`src/rtl/twi_eep_pkg.sv`:
```
package twi_eep_pkg;

    localparam logic [3:0] DEV_CODE = 4'b1010;
    localparam int SEL_W  = 3;
    localparam int BYTE_W = 8;
    localparam int BITS_PER_BYTE = BYTE_W;

    typedef enum logic [2:0] {
        PH_IDLE,
        PH_DEV,
        PH_AHI,
        PH_ALO,
        PH_WDAT,
        PH_RD,
        PH_HOLD
    } phase_e;

    typedef struct packed {
        logic [3:0]       code;
        logic [SEL_W-1:0] sel;
        logic             rd;
    } devbyte_t;

    function automatic logic dev_hit(devbyte_t b, logic [SEL_W-1:0] pins);
        return (b.code == DEV_CODE) && (b.sel == pins);
    endfunction

    function automatic logic is_rx_phase(phase_e p);
        return (p == PH_DEV) || (p == PH_AHI) || (p == PH_ALO) || (p == PH_WDAT);
    endfunction

endpackage

```
`src/rtl/twi_line_sync.sv`:
```
module twi_line_sync #(
    parameter int STAGES = 2
) (
    input  logic clk,
    input  logic rst,
    input  logic din,
    output logic lvl,
    output logic rise,
    output logic fall
);
    logic [STAGES-1:0] sh;
    logic              prev;

    always_ff @(posedge clk) begin
        if (rst) begin
            sh   <= '1;
            prev <= 1'b1;
        end else begin
            sh   <= {sh[STAGES-2:0], din};
            prev <= sh[STAGES-1];
        end
    end

    assign lvl  = sh[STAGES-1];
    assign rise = sh[STAGES-1] & ~prev;
    assign fall = ~sh[STAGES-1] & prev;
endmodule

```
`src/rtl/twi_cond_detect.sv`:
```
module twi_cond_detect (
    input  logic scl_lvl,
    input  logic scl_rise,
    input  logic sda_rise,
    input  logic sda_fall,
    output logic start_det,
    output logic stop_det
);
    logic scl_steady_hi;

    assign scl_steady_hi = scl_lvl & ~scl_rise;
    assign start_det     = scl_steady_hi & sda_fall;
    assign stop_det      = scl_steady_hi & sda_rise;
endmodule

```
`src/rtl/twi_addr_ctr.sv`:
```
module twi_addr_ctr #(
    parameter int ADDR_W = 15,
    parameter int PAGE_W = 6
) (
    input  logic              clk,
    input  logic              rst,
    input  logic              load,
    input  logic [ADDR_W-1:0] load_val,
    input  logic              step_page,
    input  logic              step_full,
    output logic [ADDR_W-1:0] addr
);
    logic [ADDR_W-1:0] page_next;
    logic [ADDR_W-1:0] full_next;

    assign full_next = addr + 1'b1;

    generate
        if (PAGE_W >= ADDR_W) begin : g_flat
            assign page_next = full_next;
        end else begin : g_paged
            logic [PAGE_W-1:0] off_next;
            assign off_next  = addr[PAGE_W-1:0] + 1'b1;
            assign page_next = {addr[ADDR_W-1:PAGE_W], off_next};
        end
    endgenerate

    always_ff @(posedge clk) begin
        if (rst)            addr <= '0;
        else if (load)      addr <= load_val;
        else if (step_page) addr <= page_next;
        else if (step_full) addr <= full_next;
    end
endmodule

```
`src/rtl/twi_eeprom_slave.sv`:
```
module twi_eeprom_slave
    import twi_eep_pkg::*;
#(
    parameter int ADDR_W      = 15,
    parameter int PAGE_W      = 6,
    parameter int SYNC_STAGES = 2
) (
    input  logic              clk,
    input  logic              rst,
    input  logic              scl_i,
    input  logic              sda_i,
    output logic              sda_pull_o,
    input  logic [SEL_W-1:0]  sel_pins_i,
    input  logic              wr_busy_i,
    output logic              cycle_start_o,
    output logic [ADDR_W-1:0] mem_addr_o,
    output logic              mem_wr_o,
    output logic [BYTE_W-1:0] mem_wdata_o,
    output logic              mem_rd_o,
    input  logic [BYTE_W-1:0] mem_rdata_i
);
    localparam int NLINES = 2;
    localparam int CNT_W  = $clog2(BITS_PER_BYTE + 1);
    localparam logic [CNT_W-1:0] LAST_BIT = CNT_W'(BITS_PER_BYTE);

    // line 0 = clock, line 1 = data
    logic [NLINES-1:0] line_in, line_lvl, line_rise, line_fall;
    assign line_in = {sda_i, scl_i};

    genvar g;
    generate
        for (g = 0; g < NLINES; g++) begin : g_sync
            twi_line_sync #(.STAGES(SYNC_STAGES)) u_sync (
                .clk  (clk),
                .rst  (rst),
                .din  (line_in[g]),
                .lvl  (line_lvl[g]),
                .rise (line_rise[g]),
                .fall (line_fall[g])
            );
        end
    endgenerate

    logic scl_rise, scl_fall, sda_lvl, start_det, stop_det;
    assign scl_rise = line_rise[0];
    assign scl_fall = line_fall[0];
    assign sda_lvl  = line_lvl[1];

    twi_cond_detect u_cond (
        .scl_lvl   (line_lvl[0]),
        .scl_rise  (line_rise[0]),
        .sda_rise  (line_rise[1]),
        .sda_fall  (line_fall[1]),
        .start_det (start_det),
        .stop_det  (stop_det)
    );

    phase_e            phase;
    logic [CNT_W-1:0]  bit_cnt;
    logic              in_ack;      // inside the ninth clock
    logic              master_ack;  // ninth clock belongs to the master
    logic [BYTE_W-1:0] rx_sh, tx_sh, addr_hi;
    logic              pull_q, wrote_any, rd_pend, cyc_q;
    logic              wr_q, rd_q;
    logic [ADDR_W-1:0] maddr_q;
    logic [BYTE_W-1:0] wdata_q;

    devbyte_t dev_b;
    assign dev_b = devbyte_t'(rx_sh);

    logic byte_done, dev_ok, quiet;
    assign quiet     = ~start_det & ~stop_det;
    assign byte_done = quiet & scl_fall & ~in_ack & (bit_cnt == LAST_BIT);
    assign dev_ok    = dev_hit(dev_b, sel_pins_i) & ~wr_busy_i;

    // address counter control
    logic [ADDR_W-1:0]      ctr_addr;
    logic                   ctr_load, ctr_page, ctr_full;
    logic [2*BYTE_W-1:0]    addr_join;
    logic                   rd_next;

    assign addr_join = {addr_hi, rx_sh};
    assign rd_next   = quiet & (phase == PH_RD) & scl_rise & in_ack & master_ack & ~sda_lvl;
    assign ctr_load  = byte_done & (phase == PH_ALO);
    assign ctr_page  = byte_done & (phase == PH_WDAT);
    assign ctr_full  = (byte_done & (phase == PH_DEV) & dev_ok & dev_b.rd) | rd_next;

    twi_addr_ctr #(.ADDR_W(ADDR_W), .PAGE_W(PAGE_W)) u_ctr (
        .clk       (clk),
        .rst       (rst),
        .load      (ctr_load),
        .load_val  (addr_join[ADDR_W-1:0]),
        .step_page (ctr_page),
        .step_full (ctr_full),
        .addr      (ctr_addr)
    );

    always_ff @(posedge clk) begin
        if (rst) begin
            phase      <= PH_IDLE;
            bit_cnt    <= '0;
            in_ack     <= 1'b0;
            master_ack <= 1'b0;
            rx_sh      <= '0;
            tx_sh      <= '0;
            addr_hi    <= '0;
            pull_q     <= 1'b0;
            wrote_any  <= 1'b0;
            rd_pend    <= 1'b0;
            cyc_q      <= 1'b0;
            wr_q       <= 1'b0;
            rd_q       <= 1'b0;
            maddr_q    <= '0;
            wdata_q    <= '0;
        end else begin
            wr_q    <= 1'b0;
            rd_q    <= 1'b0;
            cyc_q   <= 1'b0;
            rd_pend <= rd_q;
            if (rd_pend) tx_sh <= mem_rdata_i;

            if (start_det) begin
                phase     <= PH_DEV;
                bit_cnt   <= '0;
                in_ack    <= 1'b0;
                pull_q    <= 1'b0;
                wrote_any <= 1'b0;
            end else if (stop_det) begin
                phase     <= PH_IDLE;
                bit_cnt   <= '0;
                in_ack    <= 1'b0;
                pull_q    <= 1'b0;
                cyc_q     <= wrote_any;
                wrote_any <= 1'b0;
            end else if (is_rx_phase(phase)) begin
                if (scl_rise && !in_ack && bit_cnt < LAST_BIT) begin
                    rx_sh   <= {rx_sh[BYTE_W-2:0], sda_lvl};
                    bit_cnt <= bit_cnt + 1'b1;
                end else if (byte_done) begin
                    in_ack     <= 1'b1;
                    master_ack <= 1'b0;
                    pull_q     <= 1'b1;
                    unique case (phase)
                        PH_DEV: begin
                            if (!dev_ok) begin
                                phase  <= PH_IDLE;
                                in_ack <= 1'b0;
                                pull_q <= 1'b0;
                            end else if (dev_b.rd) begin
                                phase   <= PH_RD;
                                rd_q    <= 1'b1;
                                maddr_q <= ctr_addr;
                            end else begin
                                phase <= PH_AHI;
                            end
                        end
                        PH_AHI: begin
                            addr_hi <= rx_sh;
                            phase   <= PH_ALO;
                        end
                        PH_ALO: phase <= PH_WDAT;
                        default: begin
                            wr_q      <= 1'b1;
                            maddr_q   <= ctr_addr;
                            wdata_q   <= rx_sh;
                            wrote_any <= 1'b1;
                        end
                    endcase
                end else if (scl_fall && in_ack) begin
                    in_ack  <= 1'b0;
                    bit_cnt <= '0;
                    pull_q  <= 1'b0;
                end
            end else if (phase == PH_RD) begin
                if (scl_fall && in_ack) begin
                    in_ack  <= 1'b0;
                    bit_cnt <= '0;
                    pull_q  <= ~tx_sh[BYTE_W-1];
                end else if (scl_rise && in_ack && master_ack) begin
                    if (sda_lvl) begin
                        phase <= PH_HOLD;
                    end else begin
                        rd_q    <= 1'b1;
                        maddr_q <= ctr_addr;
                    end
                end else if (scl_rise && !in_ack && bit_cnt < LAST_BIT) begin
                    bit_cnt <= bit_cnt + 1'b1;
                end else if (scl_fall && !in_ack && bit_cnt == LAST_BIT) begin
                    in_ack     <= 1'b1;
                    master_ack <= 1'b1;
                    pull_q     <= 1'b0;
                end else if (scl_fall && !in_ack && bit_cnt != '0) begin
                    tx_sh  <= {tx_sh[BYTE_W-2:0], 1'b0};
                    pull_q <= ~tx_sh[BYTE_W-2];
                end
            end
        end
    end

    assign sda_pull_o    = pull_q;
    assign cycle_start_o = cyc_q;
    assign mem_addr_o    = maddr_q;
    assign mem_wr_o      = wr_q;
    assign mem_wdata_o   = wdata_q;
    assign mem_rd_o      = rd_q;
endmodule

```
`config.mk`:
```
export PLATFORM = sky130hd
export DESIGN_NAME = twi_eeprom_slave
export DESIGN_NICKNAME = d
export VERILOG_FILES = /design/src/rtl/twi_eep_pkg.sv /design/src/rtl/twi_line_sync.sv /design/src/rtl/twi_cond_detect.sv /design/src/rtl/twi_addr_ctr.sv /design/src/rtl/twi_eeprom_slave.sv
export SDC_FILE = /design/constraint.sdc
export NUM_CORES = 1
export LEC_CHECK = 0
export BUFFER_PORTS_ARGS = -buffer_cell sky130_fd_sc_hd__buf_2
export CAP_MARGIN = 25
export CORE_ASPECT_RATIO = 2
export CORE_UTILIZATION = 63
export CTS_CLUSTER_DIAMETER = 100
export DETAILED_ROUTE_END_ITERATION = 6
export MAX_ROUTING_LAYER = met4
export PLACE_DENSITY = 0.85
export SLEW_MARGIN = 30
export SYNTH_ARGS = -nofsm -noshare
export SYNTH_HDL_FRONTEND = slang
export SYNTH_SLANG_ARGS = --single-unit
export TNS_END_PERCENT = 1
```
`constraint.sdc`:
```
create_clock -name clk -period 3.8 [get_ports clk]
set_clock_uncertainty 0.15 [all_clocks]
set_input_delay 0.19 -clock clk [delete_from_list [all_inputs] [get_ports clk]]
set_output_delay 0.19 -clock clk [all_outputs]
set_load 0.02 [all_outputs]
```
==> reports/metrics.yaml <==
p_sw_share_pct: 19.88
synthCells: 469
place_congestion: 0.9121
worstPathCellList: "or3_1 -> nand4_4 -> or4_1 -> a211o_1 -> a31oi_1"
yosysTopAreaCell: "dfxtp_1"
ant_nets: 0
avgRoutedWirePerCell_um: 17.30
relSlewSlack_pct: 48.05
place_ws_ps: 971.1
min_path_type: "in2reg"
rows: 41
slowest_stage: "or4_1"
pwr-share-comb_pct: 2.5
power.switching_w: 0.0003700
clk_latency_ps: 340
finalWorstSetupSlack_ps: 943.4
p_leak_nw: 1.724
synth_edf_count: 0
cts_tree: "done"
routed_wl_um: 10190
grt.overflow.total: 0
critPathBufInv: 0
max-cap-violations: 0
p_per_area_nw_per_um2: 403.8
min_period_ps: 2857
worstSetupEndpointType: "flop"
holdPathEnd: "tx_sh[2]"
setup_viol: 0
die-area_um2: 6775
drive_above_1_share_pct: 15.90
synth_area_um2: 4051
worst_pin_slew_ps: 775.1
clock_power_share_pct: 51.0
timing.reg2reg.setup_slack_ps: 940
cp_max_fo: 18
max_freq_ghz: 0.3501
ir_drop_mv: 0.2957
grt_max_degree: 60
fp.dieW_um: 58.71
power_frac_seq_pct: 46.5
start_util_pct: 64.73
path_class: "reg2reg"
p_int_w: 0.001491
finalHoldViolCount: 0
rsz0062_at_grt: "false"
fin_setup_tns_ps: 0
finalCritPeriodShare_pct: 75.17
grtUsageTotal_pct: 33.42
r2r_cells: 5
yosysWarnings: 0
ys_top_cells_by_area: "dfxtp_1 (41%), mux2i_1 (8.2%), nor2_1 (5.5%)"
r2r-start: "phase[1]"
drv_slew: 0
synthArstFlopShare_pct: 0
grt_pass1_wl_um: 16390
whs_ps: 44.72
drc_errors: 0
netlist-cell-type-count: 63
seq_area_frac_synth_pct: 40.52
cts.clk_slew.worst_paths_ps: 60
pin_count: 43
holdPathStages: 3
synth_top_cell_area_share_pct: 40.52
synthFlopType: "dfxtp_1"
fillCellCount: 496
drtIter0Drc: 238
numCtsBuffers: 9
status: "complete, no violations"
cts_max_path_buffers: 2
first_pass_iters: 4
slowest_delay_ps: 830
avgSynthCellArea_um2: 8.638
areaGrowthSynthToFinish_pct: 13.77
n_antenna_cell: 0
antenna_found_initial: 0
first_global_vias: 3501
numPortBuffers: 42
syn_nets: 488
arrival_ps: 2970
layout.nets: 517
via_per_inst: 6.160
min_from: "mem_rdata_i[2]"
numClockSinks: 82
fp.dieH_um: 115.4
cp_top_family: "simple AND/OR/NAND/NOR gates"
critPathLaunchType: "flop"
cp.depth: 5
dr_total_vias: 3628
synth-seq-cells: 82
ctsRootBufferMaster: "clkbuf_16"
core_um2: 6259
required_ps: 3920
dpl.hpwl_um: 7298
r2r_end: "u_ctr.addr[0]"
h-tree-depth: 3
==> final cells by class <==
type | instances | area [um^2] | share of cell area, %
Clock buffer | 12 | 256.5 | 5.565
Clock inverter | 4 | 73.82 | 1.602
Inverter | 10 | 37.54 | 0.8143
Multi-Input combinational cell | 348 | 2237 | 48.53
Sequential cell | 82 | 1642 | 35.61
Tap cell | 86 | 107.6 | 2.334
Timing Repair Buffer | 47 | 255.2 | 5.537
==> kinds of logic after synthesis <==
logic type,count (synthesis),share of synthesized area (%)
xor gates and xnor gates,9,1.946
buffers and inverters,39,4.355
and+or+nand+nor,188,24.77
muxes,33,8.153
AOI/OAI and AO/OA,115,19.33
DFF,82,40.52
adders and majority gates,3,0.9266
==> placed cells by master, fill, tap and decap left out, types with 3 or more instances in the layout <==
master,synthesis,final
a211oi_1,15,15
a21o_1,4,4
a21oi_1,33,33
a221o_1,4,4
a22oi_1,6,6
and3_1,3,3
buf_2,9,42
clkbuf_16,0,9
dfxtp_1,82,82
dlygate4sd3_1,0,3
ha_1,3,3
inv_1,10,10
mux2i_1,33,33
nand2_1,22,22
nand2b_1,16,16
nand3_1,26,26
nand3b_1,3,3
nand4_1,4,4
nor2_1,59,59
nor2b_1,6,6
nor3_1,14,14
nor4_1,5,5
o21ai_0,12,12
o21ai_1,14,13
o32ai_1,5,5
or2_2,7,7
or3_1,3,3
xnor2_1,4,4
xor2_1,5,5
==> registers in the layout (all words and copies together) (netlist names), 2 cells and up <==
register,count
g_sync.u_sync.prev,2
bit_cnt,4
dev_b,8
addr_hi,7
mem_addr_o,15
phase,3
tx_sh,8
mem_wdata_o,8
u_ctr.addr,15
g_sync.u_sync.sh,4
==> repair_timing <==
item,4_1_cts,5_1_grt
buffers inserted,0,0
hold endpoints to repair,3,0
gates resized for setup,0,0
hold buffers,3,0
==> per-layer routing <==
metal	part of all wire, %	up-vias	global-route usage (%)	routed length [um]
met5	0	-	-	0
met4	6.6	0	26.03	671
met3	3.5	48	6.920	355
met2	54	127	57.24	5463
met1	36	1694	31.53	3702
li1	-	1759	-	-
==> per-stage QoR <==
step           util (%)  total power, W  std cells  instance area (um^2)
2_1_floorplan         -       0.0009129        469                  4051
3_3_place_gp      67.83       0.0009274        570                  4245
3_5_place_dp      67.83       0.0009279        570                  4245
4_1_cts           73.59        0.001875        589                  4606
5_1_grt           73.65        0.001911        589                  4609
6_report          73.65        0.001861        589                  4609
==> synthesized netlist by cell type (4+ instances only) <==
cell and number:
o21ai_1 14, nand4_1 4, xnor2_1 4, or2_2 7
nand2_1 22, a21oi_1 33, xor2_1 5, o21ai_0 12
a21o_1 4, clkbuf_1 16, a22oi_1 6, nor3_1 14
buf_2 9, o32ai_1 5, nand3_1 26, nor2_1 59
a221o_1 4, a211oi_1 15, inv_1 10, dfxtp_1 82
nor2b_1 6, mux2i_1 33, nand2b_1 16, nor4_1 5
==> worst min-delay path, delay by kind of cell <==
| family | cells | cell delay, ps |
|---|---|---|
| AOI/OAI and AO/OA | 1 | 80 |
| buffers and inverters | 1 | 90 |
| muxes | 1 | 120 |
==> worst max-delay path by stage <==
stage | from | endpoint
final | phase[1] | u_ctr.addr[0]
after global routing | phase[1] | u_ctr.addr[0]
after CTS | phase[1] | u_ctr.addr[0]
after detailed placement | phase[1] | u_ctr.addr[0]
after global placement | phase[1] | u_ctr.addr[0]
after floorplan | phase[1] | mem_addr_o[5]
==> power by group through the flow <==
stage	logic [W]	clock network (W)	registers, W
floorplan	0.0000297	0	0.000883
global placement	0.0000434	0	0.000884
detailed placement	0.0000436	0	0.000884
CTS	0.0000463	0.000963	0.000865
global route	0.0000505	0.000995	0.000865
finish	0.0000473	0.000948	0.000866
(Power assumes the default switching activity.)
